===== config.mk =====
export PLATFORM = sky130hd
export DESIGN_NAME = boot_cmd_decoder
export DESIGN_NICKNAME = d
export VERILOG_FILES = /design/src/rtl/boot_cmd_pkg.sv /design/src/rtl/boot_cmd_fsm.sv /design/src/rtl/boot_addr_regs.sv /design/src/rtl/boot_id_seq.sv /design/src/rtl/boot_cmd_decoder.sv
export SDC_FILE = /design/constraint.sdc
export NUM_CORES = 1
export LEC_CHECK = 0
export ABC_AREA = 1
export BUFFER_PORTS_ARGS = -buffer_cell sky130_fd_sc_hd__buf_2
export CORE_ASPECT_RATIO = 1.25
export CORE_UTILIZATION = 43
export DETAILED_ROUTE_END_ITERATION = 8
export HOLD_SLACK_MARGIN = 0.05
export PLACE_DENSITY = 0.74
export SLEW_MARGIN = 10
export SYNTH_ARGS = -nofsm -noshare
export SYNTH_HDL_FRONTEND = slang
export SYNTH_SLANG_ARGS = --single-unit

===== constraint.sdc =====
create_clock -name clk -period 1.8 [get_ports clk]
set_input_delay 0.36 -clock clk [delete_from_list [all_inputs] [get_ports clk]]
set_output_delay 0.36 -clock clk [all_outputs]
set_load 0.01 [all_outputs]

===== src/rtl/boot_cmd_pkg.sv =====
package boot_cmd_pkg;

  localparam int ADDR_W = 16;

  // command values understood inside the boot window
  localparam logic [15:0] CMD_RESET    = 16'h00F0;
  localparam logic [15:0] CMD_LOAD     = 16'h00E0;
  localparam logic [15:0] CMD_IDENT    = 16'h0090;
  localparam logic [15:0] LOAD_CONFIRM = 16'h0000;

  // window limits and register offsets
  localparam logic [ADDR_W-1:0] WIN_LO_END  = 16'h01FF;
  localparam logic [ADDR_W-1:0] WIN_HI_BASE = 16'h8000;
  localparam logic [ADDR_W-1:0] WIN_HI_END  = 16'h800F;
  localparam logic [ADDR_W-1:0] START_BASE  = 16'hF100;
  localparam logic [ADDR_W-1:0] BUFSEL_ADDR = 16'hF200;

  localparam int ID_WORDS = 3;

  typedef struct packed {
    logic do_reset;
    logic do_load;
    logic do_ident;
    logic bad_cmd;
  } boot_act_t;

  function automatic logic in_boot_window(input logic [ADDR_W-1:0] a);
    return (a <= WIN_LO_END) || ((a >= WIN_HI_BASE) && (a <= WIN_HI_END));
  endfunction

endpackage


===== src/rtl/boot_cmd_fsm.sv =====
module boot_cmd_fsm
  import boot_cmd_pkg::*;
#(
  parameter int DATA_W = 16
) (
  input  logic                clk,
  input  logic                rst_n,
  input  logic                wr_en,
  input  logic [ADDR_W-1:0]   wr_addr,
  input  logic [DATA_W-1:0]   wr_data,
  output boot_act_t           act
);

  logic armed_q, armed_d;
  logic win_hit;

  assign win_hit = wr_en && in_boot_window(wr_addr);

  always_comb begin
    armed_d = armed_q;
    act     = '0;
    if (win_hit) begin
      if (armed_q) begin
        // second cycle: always disarm, act only on the confirm value
        armed_d     = 1'b0;
        act.do_load = (wr_data == DATA_W'(LOAD_CONFIRM));
      end else begin
        unique case (wr_data)
          DATA_W'(CMD_RESET): act.do_reset = 1'b1;
          DATA_W'(CMD_LOAD):  armed_d      = 1'b1;
          DATA_W'(CMD_IDENT): act.do_ident = 1'b1;
          default:            act.bad_cmd  = 1'b1;
        endcase
      end
    end
  end

  always_ff @(posedge clk or negedge rst_n) begin
    if (!rst_n) armed_q <= 1'b0;
    else        armed_q <= armed_d;
  end

endmodule


===== src/rtl/boot_addr_regs.sv =====
module boot_addr_regs
  import boot_cmd_pkg::*;
#(
  parameter int DATA_W        = 16,
  parameter int NUM_REGS      = 8,
  parameter int BLK_REG       = 0,
  parameter int PAGE_REG      = 7,
  parameter int BLK_W         = 12,
  parameter int PAGE_W        = 8,
  parameter int SECT_PER_PAGE = 4,
  parameter int IDX_W         = 4,
  localparam int SECT_W       = BLK_W + PAGE_W,
  localparam int FLD_W        = $clog2(SECT_PER_PAGE),
  localparam int CNT_W        = FLD_W + 1
) (
  input  logic              clk,
  input  logic              rst_n,
  input  logic              wr_en,
  input  logic [ADDR_W-1:0] wr_addr,
  input  logic [DATA_W-1:0] wr_data,
  input  logic              clr,
  input  logic              advance,
  input  logic [BLK_W-1:0]  density_mask,
  output logic [SECT_W-1:0] sector,
  output logic [IDX_W-1:0]  buf_index,
  output logic [CNT_W-1:0]  sect_count
);

  logic [DATA_W-1:0] start_q [NUM_REGS];
  logic [DATA_W-1:0] page_adv;
  logic [BLK_W-1:0]  blk_val;

  // next page: step by one page, upper bits dropped
  assign page_adv = DATA_W'(start_q[PAGE_REG][PAGE_W-1:0] + PAGE_W'(SECT_PER_PAGE));

  for (genvar g = 0; g < NUM_REGS; g++) begin : g_start
    logic              we;
    logic [DATA_W-1:0] nxt;
    assign we = wr_en && (wr_addr == START_BASE + ADDR_W'(g));
    always_comb begin
      nxt = start_q[g];
      if (clr)                          nxt = '0;
      else if (advance && g == PAGE_REG) nxt = page_adv;
      else if (we)                      nxt = wr_data;
    end
    always_ff @(posedge clk or negedge rst_n) begin
      if (!rst_n) start_q[g] <= '0;
      else        start_q[g] <= nxt;
    end
  end

  assign blk_val = start_q[BLK_REG][BLK_W-1:0]
                 | (start_q[BLK_REG][DATA_W-1] ? density_mask : '0);
  assign sector  = {blk_val, start_q[PAGE_REG][PAGE_W-1:0]};

  // start-buffer register
  logic             bsel_we;
  logic [IDX_W-1:0] idx_d;
  logic [CNT_W-1:0] cnt_d;

  assign bsel_we = wr_en && (wr_addr == BUFSEL_ADDR);

  always_comb begin
    idx_d = buf_index;
    cnt_d = sect_count;
    if (clr) begin
      idx_d = '0;
      cnt_d = CNT_W'(1);
    end else if (bsel_we) begin
      idx_d = wr_data[8 +: IDX_W];
      cnt_d = (wr_data[FLD_W-1:0] == '0) ? CNT_W'(SECT_PER_PAGE)
                                         : CNT_W'(wr_data[FLD_W-1:0]);
    end
  end

  always_ff @(posedge clk or negedge rst_n) begin
    if (!rst_n) begin
      buf_index  <= '0;
      sect_count <= CNT_W'(1);
    end else begin
      buf_index  <= idx_d;
      sect_count <= cnt_d;
    end
  end

endmodule


===== src/rtl/boot_id_seq.sv =====
module boot_id_seq
  import boot_cmd_pkg::*;
#(
  parameter int DATA_W = 16,
  localparam int PH_W  = $clog2(ID_WORDS + 1),
  localparam int IA_W  = $clog2(ID_WORDS)
) (
  input  logic              clk,
  input  logic              rst_n,
  input  logic              start,
  input  logic [DATA_W-1:0] man_id,
  input  logic [DATA_W-1:0] dev_id,
  input  logic [DATA_W-1:0] wp_status,
  output logic              id_we,
  output logic [IA_W-1:0]   id_addr,
  output logic [DATA_W-1:0] id_data
);

  logic [PH_W-1:0] phase_q, phase_d;

  always_comb begin
    phase_d = phase_q;
    if (start)                               phase_d = PH_W'(1);
    else if (phase_q == PH_W'(ID_WORDS))      phase_d = '0;
    else if (phase_q != '0)                   phase_d = phase_q + PH_W'(1);
  end

  always_ff @(posedge clk or negedge rst_n) begin
    if (!rst_n) phase_q <= '0;
    else        phase_q <= phase_d;
  end

  assign id_we   = (phase_q != '0);
  assign id_addr = IA_W'(phase_q - PH_W'(1));

  always_comb begin
    id_data = '0;
    unique case (phase_q)
      PH_W'(1): id_data = DATA_W'(man_id[7:0]);
      PH_W'(2): id_data = DATA_W'(dev_id[7:0]);
      PH_W'(3): id_data = DATA_W'(wp_status[7:0]);
      default:  id_data = '0;
    endcase
  end

endmodule


===== src/rtl/boot_cmd_decoder.sv =====
module boot_cmd_decoder
  import boot_cmd_pkg::*;
#(
  parameter int DATA_W        = 16,
  parameter int BLK_W         = 12,
  parameter int PAGE_W        = 8,
  parameter int SECT_PER_PAGE = 4,
  parameter int IDX_W         = 4
) (
  input  logic                                   clk,
  input  logic                                   rst_n,
  input  logic                                   wr_en,
  input  logic [15:0]                            wr_addr,
  input  logic [DATA_W-1:0]                      wr_data,
  input  logic [BLK_W-1:0]                       density_mask,
  input  logic [DATA_W-1:0]                      man_id,
  input  logic [DATA_W-1:0]                      dev_id,
  input  logic [DATA_W-1:0]                      wp_status,
  output logic                                   load_req,
  output logic [BLK_W+PAGE_W-1:0]                load_sector,
  output logic [$clog2(SECT_PER_PAGE):0]         load_count,
  output logic                                   reset_req,
  output logic                                   unknown_cmd,
  output logic                                   id_we,
  output logic [1:0]                             id_addr,
  output logic [DATA_W-1:0]                      id_data,
  output logic [IDX_W-1:0]                       buf_index,
  output logic [$clog2(SECT_PER_PAGE):0]         sect_count
);

  localparam int SECT_W = BLK_W + PAGE_W;
  localparam int CNT_W  = $clog2(SECT_PER_PAGE) + 1;

  boot_act_t         act;
  logic [SECT_W-1:0] cur_sector;

  boot_cmd_fsm #(.DATA_W(DATA_W)) u_fsm (
    .clk     (clk),
    .rst_n   (rst_n),
    .wr_en   (wr_en),
    .wr_addr (wr_addr),
    .wr_data (wr_data),
    .act     (act)
  );

  boot_addr_regs #(
    .DATA_W        (DATA_W),
    .BLK_W         (BLK_W),
    .PAGE_W        (PAGE_W),
    .SECT_PER_PAGE (SECT_PER_PAGE),
    .IDX_W         (IDX_W)
  ) u_regs (
    .clk          (clk),
    .rst_n        (rst_n),
    .wr_en        (wr_en),
    .wr_addr      (wr_addr),
    .wr_data      (wr_data),
    .clr          (act.do_reset),
    .advance      (act.do_load),
    .density_mask (density_mask),
    .sector       (cur_sector),
    .buf_index    (buf_index),
    .sect_count   (sect_count)
  );

  boot_id_seq #(.DATA_W(DATA_W)) u_id (
    .clk       (clk),
    .rst_n     (rst_n),
    .start     (act.do_ident),
    .man_id    (man_id),
    .dev_id    (dev_id),
    .wp_status (wp_status),
    .id_we     (id_we),
    .id_addr   (id_addr),
    .id_data   (id_data)
  );

  // registered request outputs
  logic              load_req_d, reset_req_d, unknown_d;
  logic [SECT_W-1:0] sector_d;

  always_comb begin
    load_req_d  = act.do_load;
    reset_req_d = act.do_reset;
    unknown_d   = act.bad_cmd;
    sector_d    = load_sector;
    if (act.do_load) sector_d = cur_sector;
  end

  always_ff @(posedge clk or negedge rst_n) begin
    if (!rst_n) begin
      load_req    <= 1'b0;
      reset_req   <= 1'b0;
      unknown_cmd <= 1'b0;
      load_sector <= '0;
    end else begin
      load_req    <= load_req_d;
      reset_req   <= reset_req_d;
      unknown_cmd <= unknown_d;
      load_sector <= sector_d;
    end
  end

  assign load_count = CNT_W'(SECT_PER_PAGE);

endmodule


==> metrics <==
Fmax achieved=541 MHz; Final TNS setup=-0.247 ns; Synth warnings=0; status=complete, but fails checks; crit path setup slack, layout=-0.0496 ns; Internal Dissipation=around 2.1 mW; CTS tree=built; DRC viols=0; DR pass1 iterations=4; vias in the first global route=approximately 2,700; R2R Path Start=u_fsm.armed_q; All-Layer GR Usage=between 20% and 30%; num rows=33; largest net degree at the start of global routing=55; Initial Util=a little under half; post-DP HPWL=around 5500 um; crit path max fanout=8; Num CTS Buffers=5; Tcrit/Tclk final=103%; vias post-DR=just under 3,000; RSZ-0062 raised after global routing=yes; Die Height=approximately 95 um; max-cap violation count=0; Crit path arrival time=between 1 and 1.5 ns; largest cells by area after synthesis=dfrtp_1 45%, nand2_1 13%, nor2_1 5.8%, inv_1 5.3%, o21ai_0 4.0%; Core Footprint=~6600 sq um; Bufs on Longest Clock Path=2; synthesized flop and latch total=54; hold path start=wr_data[0]; die width=between 70 and 80 um; clk_lat worst skew=between 0.3 and 0.4 ns; final hold vios=0; critical path class=reg2out; Comb power frac=about two fifths; post-synth design cell area=2970 sq um; dpl cells=between 500 and 600; Mean Syn Cell Area=around 7.5 sq um; die area=just over 7000 sq um; Buffers on Ports=around 110; met3 Use GR=about 3.5%; worst setup path start=u_id.phase_q[0]; post-synth top area share=between 40 and 50%; ANT cells=0; GRT busiest layer=met2; dominant cell type by area after synthesis=dfrtp_1; Mapped Cells=397; Routed Antenna Nets=0; Final min period=~1.8 ns; grt met2 use=between 30% and 40%; clock sinks=54; post-synth cell types=26; Sw Pwr=1.13 mW; pre-CTS setup slack=0.0480 ns; Vias/cell=slightly below 5; gp weighted congestion=0.887; pwr/cell area=~840 nW/um^2; Peak VDD IR=approximately 0.63 mV; Final setup viols=8; Worst Setup End Kind=output pin; wire per inst=roughly 12 um; antenna violations before repair=0; first-pass GRT wire length=between 10,000 and 15,000 um; M1 GR Usage=between 20% and 30%; nets@finish=609; final design utilization=between 50% and 60%; clock-pin transition on the worst setup and hold timing paths=about 0.1 ns; clock power share=21.8%; failing checks=negative setup slack; Initial DRC Count=~110; clock skew=between 0.01 and 0.015 ns; Seq pwr share=about two fifths; Critical Path RT=~1.4 ns; Seq/Total Area, Yosys=a little under half; htree depth=2; root buffer cell=clkbuf_8; IO Pins=approximately 150; switch share=34.7%; LEAKAGE=between 2 and 2.5 nW; final wirelength=between 7000 and 8000 um; share of post-route cells with drive strength above 1=approximately 34%; CP Launch Type=flip-flop; Non-Filler Instances=~600; Min-Delay Path Class=in2reg; Overflow after GRT=0; area grow syn2layout=29.5%; overall power=between 3 and 4 mW; Slew Viols, Final=0
==> power groups by stage <==
| stage | clock, mW | combinational, mW | sequential, mW |
|---|---|---|---|
| 2_1_floorplan | 0 | 0.557 | 1.28 |
| 3_3_place_gp | 0 | 0.870 | 1.28 |
| 3_5_place_dp | 0 | 0.894 | 1.28 |
| 4_1_cts | 0.728 | 0.971 | 1.27 |
| 5_1_grt | 0.788 | 1.36 | 1.30 |
| 6_report | 0.708 | 1.24 | 1.30 |
==> cell usage in the layout, fill, tap and decap left out, drive strengths merged <==
cell and count:
nand2 110, buf 116, dfstp 1, o21ai 42, clkbuf 6, inv 44, dlygate4sd3 1, nand4 13
o21a 1, clkinv 2, dfrtp 53, xor2 4, nor3 7, conb 11, ha 6, nor2 53
nand3 25, a21oi 14
==> cell usage after synthesis <==
| cell | n |
|---|---|
| dfrtp_1 | 53 |
| clkbuf_1 | 5 |
| nor3_1 | 7 |
| nand3_1 | 22 |
| nand4_1 | 13 |
| buf_6 | 1 |
| dfstp_2 | 1 |
| ha_1 | 6 |
| inv_2 | 2 |
| a21oi_2 | 1 |
| nand2_2 | 4 |
| xor2_1 | 4 |
| inv_1 | 42 |
| buf_1 | 1 |
| nand3_2 | 3 |
| a21oi_1 | 13 |
| conb_1 | 2 |
| buf_2 | 4 |
| nand2_1 | 106 |
| nor2_4 | 3 |
| buf_4 | 11 |
| o21ai_1 | 18 |
| o21a_1 | 1 |
| nor2_2 | 4 |
| o21ai_0 | 24 |
| nor2_1 | 46 |
==> registers in the layout, indices dropped and copies added (netlist names), 2 cells and up <==
name               count
u_regs.sect_count      3
u_regs.sector          8
u_id.phase_q           2
u_regs.buf_index       4
u_regs.start_q        13
load_sector           20
==> final cells by class <==
type                            count  area [sq um]
Sequential cell                    54          1360
Clock inverter                      2          17.5
Multi-Input combinational cell    286          1460
Timing Repair Buffer              117           657
Inverter                           44           170
Tap cell                           87           109
Clock buffer                        6          82.6
Fill cell                         596          2750
==> per-layer routing <==
layer,share of wire [%],wire length (um),vias to the layer above
met2,51,3770,101
li1,-,-,1466
met5,0,0,-
met1,42,3130,1330
met4,1.3,97,0
met3,5.5,404,8
==> path summary, 6_finish.rpt <==
path | end | slack (ns) | depth (start not counted)
min in group asynchronous | load_req | 0.58 | 3
setup / recovery | id_data[3] | -0.05 | 7
hold / removal | u_regs.sector[0] | 0.30 | 3
max in group asynchronous | u_regs.sect_count[0] | 0.93 | 3
setup reg to reg | u_regs.sector[0] | 0.42 | 6
hold reg to reg | load_sector[4] | 0.48 | 2
==> worst max-delay path: stages, from the launching register on <==
cell and delay (ns):
dfrtp_2 0.47, buf_6 0.14, ha_4 0.20, nand2_2 0.09, nand3_2 0.07, nand2_1 0.06
inv_1 0.04, buf_2 0.13
==> cells by family after synthesis <==
family	Yosys count	synth area share (%)
and+or+nand+nor	208	30.6
xor gates and xnor gates	4	1.18
adders and majority gates	6	2.52
AOI/OAI and AO/OA	57	9.80
buffers and inverters	66	10.1
other	2	0.253
DFF	54	45.5
==> what timing repair did <==
item | 4_1_cts | 5_1_grt
pin swaps | 0 | 13
gates cloned | 0 | 0
buffers inserted | 1 | 1
hold endpoints to repair | 42 | 0
hold buffers | 1 | 0
gates resized for setup | 8 | 33
setup endpoints to repair | 8 | 8
==> per-stage QoR <==
step / hold slack [ns] / instance area (sq um)
after floorplan: 0.0644 / 3010
after detailed placement: 0.379 / 3580
after global placement: 0.373 / 3580
after CTS: 0.294 / 3730
final: 0.299 / 3850
after global routing: 0.303 / 3850
Note: power is estimated with default switching activity, not from simulation.
